`src/rtl/dispram_pkg.sv`:
```
package dispram_pkg;
  localparam int DATA_W_DEF = 16;
  localparam int IDX_W_DEF  = 8;
  localparam logic [7:0] IDX_ADDR_SET = 8'h21;
  localparam logic [7:0] IDX_RAM_PORT = 8'h22;
  localparam logic [7:0] IDX_MODE     = 8'h03;

  typedef struct packed {
    logic idx_wr;
    logic ld_ac;
    logic ram_wr;
    logic ctl_wr;
    logic mode_wr;
    logic rd_ram;
    logic rd_null;
  } dispram_cmd_t;
endpackage

```
`src/rtl/dispram_decode.sv`:
```
module dispram_decode
  import dispram_pkg::*;
#(
  parameter int IDX_W = 8
) (
  input  logic             clk,
  input  logic             rst,
  input  logic             stb,
  input  logic             rs,
  input  logic             rd,
  input  logic [IDX_W-1:0] idx_in,
  input  logic [1:0]       mode_in,
  output dispram_cmd_t     cmd,
  output logic [IDX_W-1:0] idx_q,
  output logic             mode_dec,
  output logic             mode_radv
);
  localparam logic [IDX_W-1:0] K_ADDR = IDX_W'(IDX_ADDR_SET);
  localparam logic [IDX_W-1:0] K_RAM  = IDX_W'(IDX_RAM_PORT);
  localparam logic [IDX_W-1:0] K_MODE = IDX_W'(IDX_MODE);

  logic data_wr;

  always_comb begin
    data_wr     = stb && rs && !rd;
    cmd.idx_wr  = stb && !rs && !rd;
    cmd.rd_null = stb && !rs && rd;
    cmd.rd_ram  = stb && rs && rd;
    cmd.ld_ac   = data_wr && (idx_q == K_ADDR);
    cmd.ram_wr  = data_wr && (idx_q == K_RAM);
    cmd.ctl_wr  = data_wr && (idx_q != K_ADDR) && (idx_q != K_RAM);
    cmd.mode_wr = data_wr && (idx_q == K_MODE);
  end

  always_ff @(posedge clk) begin
    if (rst) begin
      idx_q     <= '0;
      mode_dec  <= 1'b0;
      mode_radv <= 1'b0;
    end else begin
      if (cmd.idx_wr) idx_q <= idx_in;
      if (cmd.mode_wr) begin
        mode_dec  <= mode_in[0];
        mode_radv <= mode_in[1];
      end
    end
  end

  AST_NULL_KEEPS_INDEX: assert property (@(posedge clk) disable iff (rst)
    cmd.rd_null |=> $stable(idx_q) && $stable(mode_dec) && $stable(mode_radv));
  AST_INDEX_LOAD: assert property (@(posedge clk) disable iff (rst)
    (stb && !rs && !rd) |=> idx_q == $past(idx_in));
endmodule

```
`src/rtl/dispram_addr_ctr.sv`:
```
module dispram_addr_ctr #(
  parameter int RAM_AW = 10
) (
  input  logic              clk,
  input  logic              rst,
  input  logic              ld,
  input  logic [RAM_AW-1:0] ld_val,
  input  logic              wr_step,
  input  logic              rd_evt,
  input  logic              radv,
  input  logic              dec,
  output logic [RAM_AW-1:0] ac
);
  localparam logic [RAM_AW-1:0] ONE = RAM_AW'(1);

  logic step;
  assign step = wr_step || (rd_evt && radv);

  always_ff @(posedge clk) begin
    if (rst)       ac <= '0;
    else if (ld)   ac <= ld_val;
    else if (step) ac <= dec ? ac - ONE : ac + ONE;
  end

  AST_AC_WRITE_STEP: assert property (@(posedge clk) disable iff (rst)
    wr_step |=> ac == ($past(dec) ? $past(ac) - ONE : $past(ac) + ONE));
  AST_AC_READ_HOLD: assert property (@(posedge clk) disable iff (rst)
    (rd_evt && !radv) |=> $stable(ac));
  AST_AC_READ_STEP: assert property (@(posedge clk) disable iff (rst)
    (rd_evt && radv) |=> ac != $past(ac));
endmodule

```
`src/rtl/dispram_write_stage.sv`:
```
module dispram_write_stage #(
  parameter int DATA_W = 16,
  parameter int IDX_W  = 8,
  parameter int RAM_AW = 10
) (
  input  logic              clk,
  input  logic              rst,
  input  logic              ram_wr,
  input  logic              ctl_wr,
  input  logic [RAM_AW-1:0] ac,
  input  logic [IDX_W-1:0]  idx,
  input  logic [DATA_W-1:0] data,
  output logic              mem_wen,
  output logic [RAM_AW-1:0] mem_waddr,
  output logic [DATA_W-1:0] mem_wdata,
  output logic              ctl_wen,
  output logic [IDX_W-1:0]  ctl_idx,
  output logic [DATA_W-1:0] ctl_wdata
);
  always_ff @(posedge clk) begin
    if (rst) begin
      mem_wen <= 1'b0;
      ctl_wen <= 1'b0;
    end else begin
      mem_wen <= ram_wr;
      ctl_wen <= ctl_wr;
    end
  end

  always_ff @(posedge clk) begin
    if (ram_wr) begin
      mem_waddr <= ac;
      mem_wdata <= data;
    end
    if (ctl_wr) begin
      ctl_idx   <= idx;
      ctl_wdata <= data;
    end
  end

  AST_WR_COMMIT: assert property (@(posedge clk) disable iff (rst)
    ram_wr |=> mem_wen && mem_wdata == $past(data) && mem_waddr == $past(ac));
  AST_CTL_PULSE: assert property (@(posedge clk) disable iff (rst)
    ctl_wr |=> ctl_wen && !mem_wen && ctl_idx == $past(idx));
endmodule

```
`src/rtl/dispram_read_pipe.sv`:
```
module dispram_read_pipe #(
  parameter int DATA_W = 16
) (
  input  logic              clk,
  input  logic              rst,
  input  logic              rd_ram,
  input  logic              rd_null,
  input  logic              ld,
  input  logic [DATA_W-1:0] mem_rdata,
  output logic [DATA_W-1:0] hst_rdata
);
  logic              fill_q;
  logic [DATA_W-1:0] rdr_q;
  logic [DATA_W-1:0] rdr_view;

  assign rdr_view = fill_q ? mem_rdata : rdr_q;

  always_ff @(posedge clk) begin
    if (rst) begin
      fill_q    <= 1'b0;
      rdr_q     <= '0;
      hst_rdata <= '0;
    end else begin
      fill_q <= rd_ram;
      if (ld)          rdr_q <= '0;
      else if (fill_q) rdr_q <= mem_rdata;
      if (rd_ram)       hst_rdata <= rdr_view;
      else if (rd_null) hst_rdata <= '0;
    end
  end

  AST_LOAD_CLEARS_RDR: assert property (@(posedge clk) disable iff (rst)
    ld |=> rdr_q == '0);
  AST_NULL_READ_ZERO: assert property (@(posedge clk) disable iff (rst)
    rd_null |=> hst_rdata == '0);
  AST_NULL_KEEPS_RDR: assert property (@(posedge clk) disable iff (rst)
    (rd_null && !fill_q) |=> $stable(rdr_q));
  AST_READ_RETURNS: assert property (@(posedge clk) disable iff (rst)
    (rd_ram && !fill_q) |=> hst_rdata == $past(rdr_q));
endmodule

```
`src/rtl/dispram_host_if.sv`:
```
module dispram_host_if
  import dispram_pkg::*;
#(
  parameter int DATA_W = DATA_W_DEF,
  parameter int IDX_W  = IDX_W_DEF,
  parameter int RAM_AW = 10
) (
  input  logic              clk,
  input  logic              rst,
  input  logic              hst_stb,
  input  logic              hst_rs,
  input  logic              hst_rd,
  input  logic [DATA_W-1:0] hst_wdata,
  output logic [DATA_W-1:0] hst_rdata,
  output logic              mem_ren,
  output logic [RAM_AW-1:0] mem_raddr,
  input  logic [DATA_W-1:0] mem_rdata,
  output logic              mem_wen,
  output logic [RAM_AW-1:0] mem_waddr,
  output logic [DATA_W-1:0] mem_wdata,
  output logic              ctl_wen,
  output logic [IDX_W-1:0]  ctl_idx,
  output logic [DATA_W-1:0] ctl_wdata
);
  dispram_cmd_t      cmd;
  logic [IDX_W-1:0]  idx_q;
  logic              mode_dec;
  logic              mode_radv;
  logic [RAM_AW-1:0] ac;

  dispram_decode #(.IDX_W(IDX_W)) u_dec (
    .clk(clk), .rst(rst), .stb(hst_stb), .rs(hst_rs), .rd(hst_rd),
    .idx_in(hst_wdata[IDX_W-1:0]), .mode_in(hst_wdata[1:0]),
    .cmd(cmd), .idx_q(idx_q), .mode_dec(mode_dec), .mode_radv(mode_radv)
  );

  dispram_addr_ctr #(.RAM_AW(RAM_AW)) u_ac (
    .clk(clk), .rst(rst), .ld(cmd.ld_ac), .ld_val(hst_wdata[RAM_AW-1:0]),
    .wr_step(cmd.ram_wr), .rd_evt(cmd.rd_ram), .radv(mode_radv),
    .dec(mode_dec), .ac(ac)
  );

  dispram_write_stage #(.DATA_W(DATA_W), .IDX_W(IDX_W), .RAM_AW(RAM_AW)) u_wr (
    .clk(clk), .rst(rst), .ram_wr(cmd.ram_wr), .ctl_wr(cmd.ctl_wr),
    .ac(ac), .idx(idx_q), .data(hst_wdata),
    .mem_wen(mem_wen), .mem_waddr(mem_waddr), .mem_wdata(mem_wdata),
    .ctl_wen(ctl_wen), .ctl_idx(ctl_idx), .ctl_wdata(ctl_wdata)
  );

  dispram_read_pipe #(.DATA_W(DATA_W)) u_rd (
    .clk(clk), .rst(rst), .rd_ram(cmd.rd_ram), .rd_null(cmd.rd_null),
    .ld(cmd.ld_ac), .mem_rdata(mem_rdata), .hst_rdata(hst_rdata)
  );

  assign mem_ren   = cmd.rd_ram;
  assign mem_raddr = ac;

  AST_NULL_KEEPS_AC: assert property (@(posedge clk) disable iff (rst)
    (hst_stb && !hst_rs && hst_rd) |=> $stable(mem_raddr) && !mem_wen && !ctl_wen);
  AST_INDEX_NO_WRITE: assert property (@(posedge clk) disable iff (rst)
    (hst_stb && !hst_rs && !hst_rd) |=> !mem_wen && !ctl_wen);
  AST_SINGLE_TARGET: assert property (@(posedge clk) disable iff (rst)
    $onehot0({mem_wen, ctl_wen}));
endmodule

```
`config.mk`:
```
export PLATFORM = sky130hd
export DESIGN_NAME = dispram_host_if
export DESIGN_NICKNAME = d
export VERILOG_FILES = /design/src/rtl/dispram_pkg.sv /design/src/rtl/dispram_decode.sv /design/src/rtl/dispram_addr_ctr.sv /design/src/rtl/dispram_write_stage.sv /design/src/rtl/dispram_read_pipe.sv /design/src/rtl/dispram_host_if.sv
export SDC_FILE = /design/constraint.sdc
export NUM_CORES = 1
export LEC_CHECK = 0
export BUFFER_PORTS_ARGS = -buffer_cell sky130_fd_sc_hd__clkbuf_2
export CORE_UTILIZATION = 48
export CTS_CLUSTER_DIAMETER = 100
export DETAILED_ROUTE_END_ITERATION = 16
export GPL_ROUTABILITY_DRIVEN = 0
export PLACE_DENSITY = 0.86
export RECOVER_POWER = 100
export SKIP_CTS_REPAIR_TIMING = 1
export SYNTH_ARGS = -nofsm -noshare
export SYNTH_HDL_FRONTEND = slang
export SYNTH_SLANG_ARGS = --single-unit
```
`constraint.sdc`:
```
create_clock -name clk -period 3.8 [get_ports clk]
set_input_delay 0.38 -clock clk [delete_from_list [all_inputs] [get_ports clk]]
set_output_delay 0.38 -clock clk [all_outputs]
set_load 0.02 [all_outputs]
```
==> results.toml, run 1 <==
[logic_synthesis]
synthSimpleGateAreaFrac_pct = 11.4
post_synth_mux_area_share_pct = 6.76
syn-cell-area_sq_mm = 0.00400
synth_top_family_by_area = "simple AND/OR/NAND/NOR gates"
ys_seq_elements = 105
synth_sequential_area_ratio_pct = 65.1
ys_types = 55
synth.net_count = 354
syn_inst = 308
synth-edff-count = 50
synth_compound_area_share_pct = 9.67
async_set_or_reset_register_ratio_after_synthesis_pct = 0
ys.flop_type = "dfxtp_1"
syn_area_per_cell_sq_um = 13.0
synth-adder-area-share_pct = 3.00
synthesis.yosys.warnings = 0
synth_xor_area_share_pct = 1.94

[worst_setup_path]
crit_path_max_fanout = 17
endpoint_kind = "register"
reg_to_reg_start = "u_dec.idx_q[7]"
timing.critical_path.slowest_stage_cell = "or2_0"
slowest_delay_ns = 0.80
timing.reg2reg.setup_slack_ns = 1.17
cp-startpoint = "u_dec.idx_q[7]"
worst_setup_path_endpoint = "u_ac.ac[8]"
setup.worst_path.class = "reg2reg"
crit_path_start_kind = "register"
crit_chain = "nor4b_4 > and3_1 > or2_0 > a311o_1 > nand2_1"
worst-endpoint-required_ns = 4.05
critical_path.reg2reg.endpoint = "u_ac.ac[8]"
data_arrival_time_of_the_worst_path_ns = 2.88
r2r_cells = 5

[place]
placement.setup.worst_slack_ns = 1.51
post-dp-hpwl_mm = 6.24
portBuffers = 115

[timing]
period_share_pct = 69.2
layout_setup_ws_ns = 1.17
timing.final.hold_violations = 0
slew_violations = 26
period_needed_ns = 2.63
fin_tns_setup_ns = 0
finalClockSkew_ns = 0.0138
worst_slew_margin_relative_to_its_limit_pct = -0.632
setup_violations = 0
max_slew.worst_pin.slew_ns = 1.51
setup_repair_after_global_routing_missed_its_margin = "false"
fmax_mhz = 380

[die]
boundaryPins = 116
die_area_sq_mm = 0.00870
core_sq_mm = 0.00789
starting_density_pct = 50.7
die_y_um = 93.3
die_width_um = 93.3
rows = 32

[hold_path]
hold_path_depth = 1
origin_of_the_worst_min_delay_path = "hst_wdata[13]"
timing.hold.worst.class = "in2reg"

[clocking]
root_buffer = "clkbuf_8"
cts.sinks = 105
ctsHtreeMaxLevel = 3
worst_setup_hold_path_clk_slew_ns = 0.10
cts_buffers = 9
clock_tree.buffer_depth = 2
clk_latency_ns = 0.36
clock_tree_from_tritoncts = "built"

[cells_and_area]
area_delta_synth_final_pct = 16.5
drive_gt1_share_pct = 9.32
finish.net_count = 470
antenna_cells = 0

[run_status]
outcome = "complete, but fails checks"
violated_checks = "max-capacitance violations, max-slew violations"

[pwr]
p_leak_nw = 1.68
ir_worst_vdd_v = 0.000206
power_density_mw_per_mm2 = 413

[drt]
detail_route.vias_per_cell = 5.33
detailedRoute.firstPassIterationCount = 5
routedWlPerCell_um = 16.3
route.vias.total = 2831
dr.first_iter.drc_count = 134
route.antenna.remaining_nets = 0
detail_route.drc_violations = 0
postRouteWirelength_mm = 8.66

[job]
cap_viol_max_count = 1

[global_route]
vias_in_the_first_global_route = 2764
grt_pass1_wl_mm = 13.4
maximum_number_of_pins_on_one_net_before_global_route_repair = 28
gr_overflow_total = 0
grt_usage_pct = 20.2
initial_antenna_violation_count = 0
-- per-layer routing --
layer | global-route usage (%) | vias up | routed length, um
met4 | 9.74 | 0 | 209
met1 | 26.0 | 1355 | 3570
met3 | 4.23 | 14 | 584
met5 | 0 | - | 0
li1 | - | 1355 | -
met2 | 32.4 | 107 | 4300
-- cell families after synthesis --
group           Yosys count
buf+inv                  16
flops                   105
xor+xnor                  8
mux                      27
simple gates             89
compound gates           54
fa+ha+maj                 9
-- layout by cell type (no fill, tap or decap), types with 2 or more instances in the layout --
master	count
inv_6	2
xor2_1	4
nor2_1	43
dfxtp_1	55
mux2i_1	27
a22oi_1	3
edfxtp_1	50
clkbuf_2	18
a31oi_1	3
nand2_1	21
ha_1	8
a21o_1	3
nor3b_1	2
or3_1	2
o21a_1	2
clkbuf_1	99
a221oi_1	3
nand3_1	3
clkbuf_8	9
xnor2_1	4
o21ai_0	18
inv_1	4
nor4b_1	2
and3_1	3
a21oi_1	9
a222oi_1	2
nor2b_1	2
-- final cells by class --
class | instances | area (sq um)
fill | 685 | 3230
sequential | 105 | 2600
multi-input combinational | 187 | 1270
timing repair buffer | 117 | 465
clock buffer | 10 | 128
tap | 102 | 128
clock inverter | 6 | 50.0
inverter | 4 | 15.0
-- critical path: cells and delay by family (launching register included) --
family	cells	cell delay (ns)
DFF	1	0.37
and+or+nand+nor	4	1.95
AOI/OAI and AO/OA	1	0.21
-- Yosys cell counts, drive strengths merged (2+ instances only) --
library cell	n	area, sq um
dfxtp	55	1100
edfxtp	50	1500
nor2	43	161
mux2i	27	270
nand2	21	78.8
o21ai	18	90.1
a21oi	9	45.0
ha	8	100
buf	6	50.0
clkbuf	6	22.5
inv	4	15.0
xnor2	4	35.0
xor2	4	42.6
a21o	3	22.5
a221oi	3	32.5
a22oi	3	22.5
a31oi	3	18.8
and3	3	23.8
nand3	3	15.0
nor2b	3	26.3
nor4b	3	47.5
a222oi	2	20.0
a31o	2	17.5
a41oi	2	36.3
and4	2	18.8
nor3b	2	20.0
o21a	2	15.0
or3	2	12.5
-- flip-flops by register name, indices dropped and copies added (netlist names) --
register,flops
u_wr.mem_wdata,16
u_ac.ac,10
u_dec.mode_dec,1
u_dec.mode_radv,1
u_wr.ctl_idx,8
u_wr.mem_waddr,10
u_rd.hst_rdata,16
u_wr.ctl_wdata,16
u_wr.ctl_wen,1
u_rd.rdr_q,16
u_dec.idx_q,8
u_rd.fill_q,1
u_wr.mem_wen,1
-- metrics by stage --
stage | power [mW] | instances | utilization, % | cell area, sq um | hold slack, ns
global route | 1.99 | 531 | 59.1 | 4660 | 0.218
finish | 1.92 | 531 | 59.1 | 4660 | 0.219
global placement | 1.32 | 515 | 58.9 | 4650 | 0.438
CTS | 1.94 | 531 | 61.2 | 4820 | 0.192
floorplan | 1.28 | 308 | - | 4000 | 0.445
detailed placement | 1.33 | 515 | 58.9 | 4650 | 0.449
-- worst min-delay path by stage --
stage and end:
6_report u_wr.mem_wdata[13], 5_1_grt u_wr.mem_wdata[12], 4_1_cts u_wr.mem_wdata[11], 3_5_place_dp u_rd.hst_rdata[5], 3_3_place_gp u_rd.hst_rdata[8], 2_1_floorplan u_wr.ctl_idx[5]
-- where the power goes --
part | leakage [nW] | total (mW) | switching [mW] | internal, mW
combinational | 0.670 | 0.0866 | 0.0585 | 0.0281
sequential | 0.922 | 1.21 | 0.00998 | 1.20
clock | 0.0853 | 0.630 | 0.382 | 0.248
No activity file was read; power rests on OpenSTA's default activity.
==> run 2: changes to the inputs <==
ABC_AREA = 1   (was default)
CORE_UTILIZATION = 46   (was 48)
clock period = 2.3 ns   (was 3.8 ns; I/O delays follow)
==> run 2 against run 1 <==
Against the previous run: the flow now finishes without violations; register-to-register slack lost 0.81 ns; maximum frequency grew 36%; utilization shrank 2.1 points; clock skew shrank 0.0024 ns; total power grew 71%; sequential power grew 65%; non-clock buffer count grew 2; synthesized cell count grew 22%; global-route usage shrank 0.22 points; via count grew 9.5%; critical endpoint is now u_ac.ac[2]; largest cell class unchanged; largest power group unchanged.
==> results.toml, run 2 <==
[run_status]
outcome = "completed"

[cells_and_area]
antenna_cells = 0
post-route-util_pct = 57.0
final_cell_mix = "95 x clkbuf_1, 57 x nand2_1, 55 x dfxtp_1"
finish.net_count = 541
mostFrequentLayoutCell = "clkbuf_1"
drive_gt1_share_pct = 9.80
final_cell_area_sq_mm = 0.00477
area_delta_synth_final_pct = 18.1

[pwr]
p_leak_nw = 1.86
pwr-share-comb_pct = 4.7
switching_pwr_mw = 0.775
power_frac_clock_pct = 34.6
p_seq_share_pct = 60.7
ir_worst_vdd_v = 0.000400
swShare_pct = 23.6
cell_internal_pwr_mw = 2.51
power_density_mw_per_mm2 = 688

[die]
die_width_um = 95.8
die_y_um = 95.8
die_area_sq_mm = 0.00917
core_sq_mm = 0.00838
boundaryPins = 116
starting_density_pct = 48.2
rows = 33

[job]
cap_viol_max_count = 0

[worst_setup_path]
data_arrival_time_of_the_worst_path_ns = 2.17
critical_path.reg2reg.endpoint = "u_ac.ac[2]"
timing.reg2reg.setup_slack_ns = 0.36
r2r_cells = 8
worst-endpoint-required_ns = 2.53
reg_to_reg_start = "u_dec.idx_q[6]"
crit_path_start_kind = "register"
setup.worst_path.class = "reg2reg"
crit_path_max_fanout = 12
endpoint_kind = "register"

[clocking]
cts_buffers = 9
clock_tree.buffer_depth = 2
clk_latency_ns = 0.37
root_buffer = "clkbuf_8"
worst_setup_hold_path_clk_slew_ns = 0.10
ctsHtreeMaxLevel = 3
cts.sinks = 105
clock_tree_from_tritoncts = "built"

[timing]
period_needed_ns = 1.94
timing.final.hold_violations = 0
worst_slew_margin_relative_to_its_limit_pct = 57.6
setup_violations = 0
fin_tns_setup_ns = 0
layout_setup_ws_ns = 0.364
slew_violations = 0
fmax_mhz = 516
fin_worst_hold_slack_ns = 0.0537
max_slew.worst_pin.slew_ns = 0.631
finalClockSkew_ns = 0.0114
period_share_pct = 84.2
setup_repair_after_global_routing_missed_its_margin = "false"

[logic_synthesis]
synth_sequential_area_ratio_pct = 64.4
synth-edff-count = 50
synthTopCellsByCount = "56 x nand2_1, 55 x dfxtp_1, 50 x edfxtp_1, 37 x inv_1, 32 x nand3_1"
ys_types = 33
synthesis.yosys.warnings = 0
ys_seq_elements = 105
syn_inst = 376
synth.top_cell.area_share_pct = 37.1
yosys.cell_count.top_type = "nand2_1"
syn-cell-area_sq_mm = 0.00404
async_set_or_reset_register_ratio_after_synthesis_pct = 0
ys.flop_type = "dfxtp_1"
synth.net_count = 422
syn_area_per_cell_sq_um = 10.8
synth.top_cells.by_area = "edfxtp_1 37%, dfxtp_1 27%, nand2_1 5.2%"
synth_largest_area_cell = "edfxtp_1"

[place]
post-dp-hpwl_mm = 6.44
placed_area_sq_mm = 0.00472
placement.setup.worst_slack_ns = 0.547
portBuffers = 115

[hold_path]
whs_endpoint = "u_wr.mem_wdata[12]"
timing.hold.worst.class = "in2reg"
origin_of_the_worst_min_delay_path = "hst_wdata[12]"
hold_path_depth = 1

[global_route]
vias_in_the_first_global_route = 3012
initial_antenna_violation_count = 0
gr_overflow_total = 0
grt_pass1_wl_mm = 13.9
maximum_number_of_pins_on_one_net_before_global_route_repair = 24
grt_usage_pct = 19.9

[drt]
dr.first_iter.drc_count = 189
detail_route.drc_violations = 0
detailedRoute.firstPassIterationCount = 5
route.antenna.remaining_nets = 0
detail_route.vias_per_cell = 5.12
route.vias.total = 3099
postRouteWirelength_mm = 8.78
routedWlPerCell_um = 14.5
-- run 2: changes by cell type after synthesis, sizes merged, moves of 14 or more --
cell	delta
nand3	+32
a21oi	+14
nand2	+38
inv	+35
o21ai	+15
-- run 2: how the worst max path moves through the flow --
stage	start	end	depth (start not counted)
after CTS	u_dec.idx_q[6]	u_wr.mem_waddr[4]	6
final	u_dec.idx_q[6]	u_ac.ac[2]	8
after detailed placement	u_dec.mode_dec	u_ac.ac[9]	11
after global routing	u_dec.idx_q[5]	u_ac.ac[2]	7
after global placement	u_dec.mode_dec	u_ac.ac[6]	9
after floorplan	u_dec.idx_q[5]	u_wr.mem_waddr[0]	4
-- run 2: area by class of cell --
cell class                      count  area, sq um
Clock buffer                       10          149
Clock inverter                      6         56.3
Fill cell                         746         3610
Inverter                           40          151
Multi-Input combinational cell    220         1200
Sequential cell                   105         2600
Tap cell                          105          131
Timing Repair Buffer              119          484
-- run 2: power groups by stage --
stage          clock, mW  combinational (mW)  sequential (mW)
2_1_floorplan          0              0.0725             2.05
3_3_place_gp           0               0.159             2.04
3_5_place_dp           0               0.163             2.04
4_1_cts             1.17               0.164             2.00
5_1_grt             1.23               0.169             2.00
6_report            1.14               0.153             2.00
-- run 2: critical path: stages (launching register included) --
cell and delay [ns]:
dfxtp_1 0.33, inv_1 0.10, nand2_2 0.09, nor3_4 0.19
nand3_2 0.30, nand3_1 0.45, inv_2 0.16, nand2_1 0.10
a21oi_1 0.07
-- run 2: metrics by stage --
stage	power, mW	std cells
finish	3.29	605
floorplan	2.13	376
global placement	2.20	589
detailed placement	2.20	589
CTS	3.33	605
global route	3.40	605
-- run 2: per-layer routing --
metal | global-route usage [%] | up-vias | share of wire, %
li1 | - | 1514 | -
met1 | 23.5 | 1438 | 42
met2 | 34.8 | 138 | 48
met3 | 5.45 | 9 | 8.7
met4 | 7.09 | 0 | 0.95
met5 | 0 | - | 0
-- run 2: cell families (layout without fill, tap and decap cells) --
| group | after synthesis | after routing | share of synthesized area (%) |
|---|---|---|---|
| XOR/XNOR | 5 | 5 | 1.08 |
| buffers and inverters | 51 | 175 | 5.29 |
| flip-flops | 105 | 105 | 64.4 |
| multiplexers | 16 | 16 | 3.96 |
| AO/OA/AOI/OAI | 58 | 58 | 7.39 |
| adder cells (fa/ha/maj) | 9 | 9 | 2.97 |
| AND/OR/NAND/NOR | 132 | 132 | 14.9 |
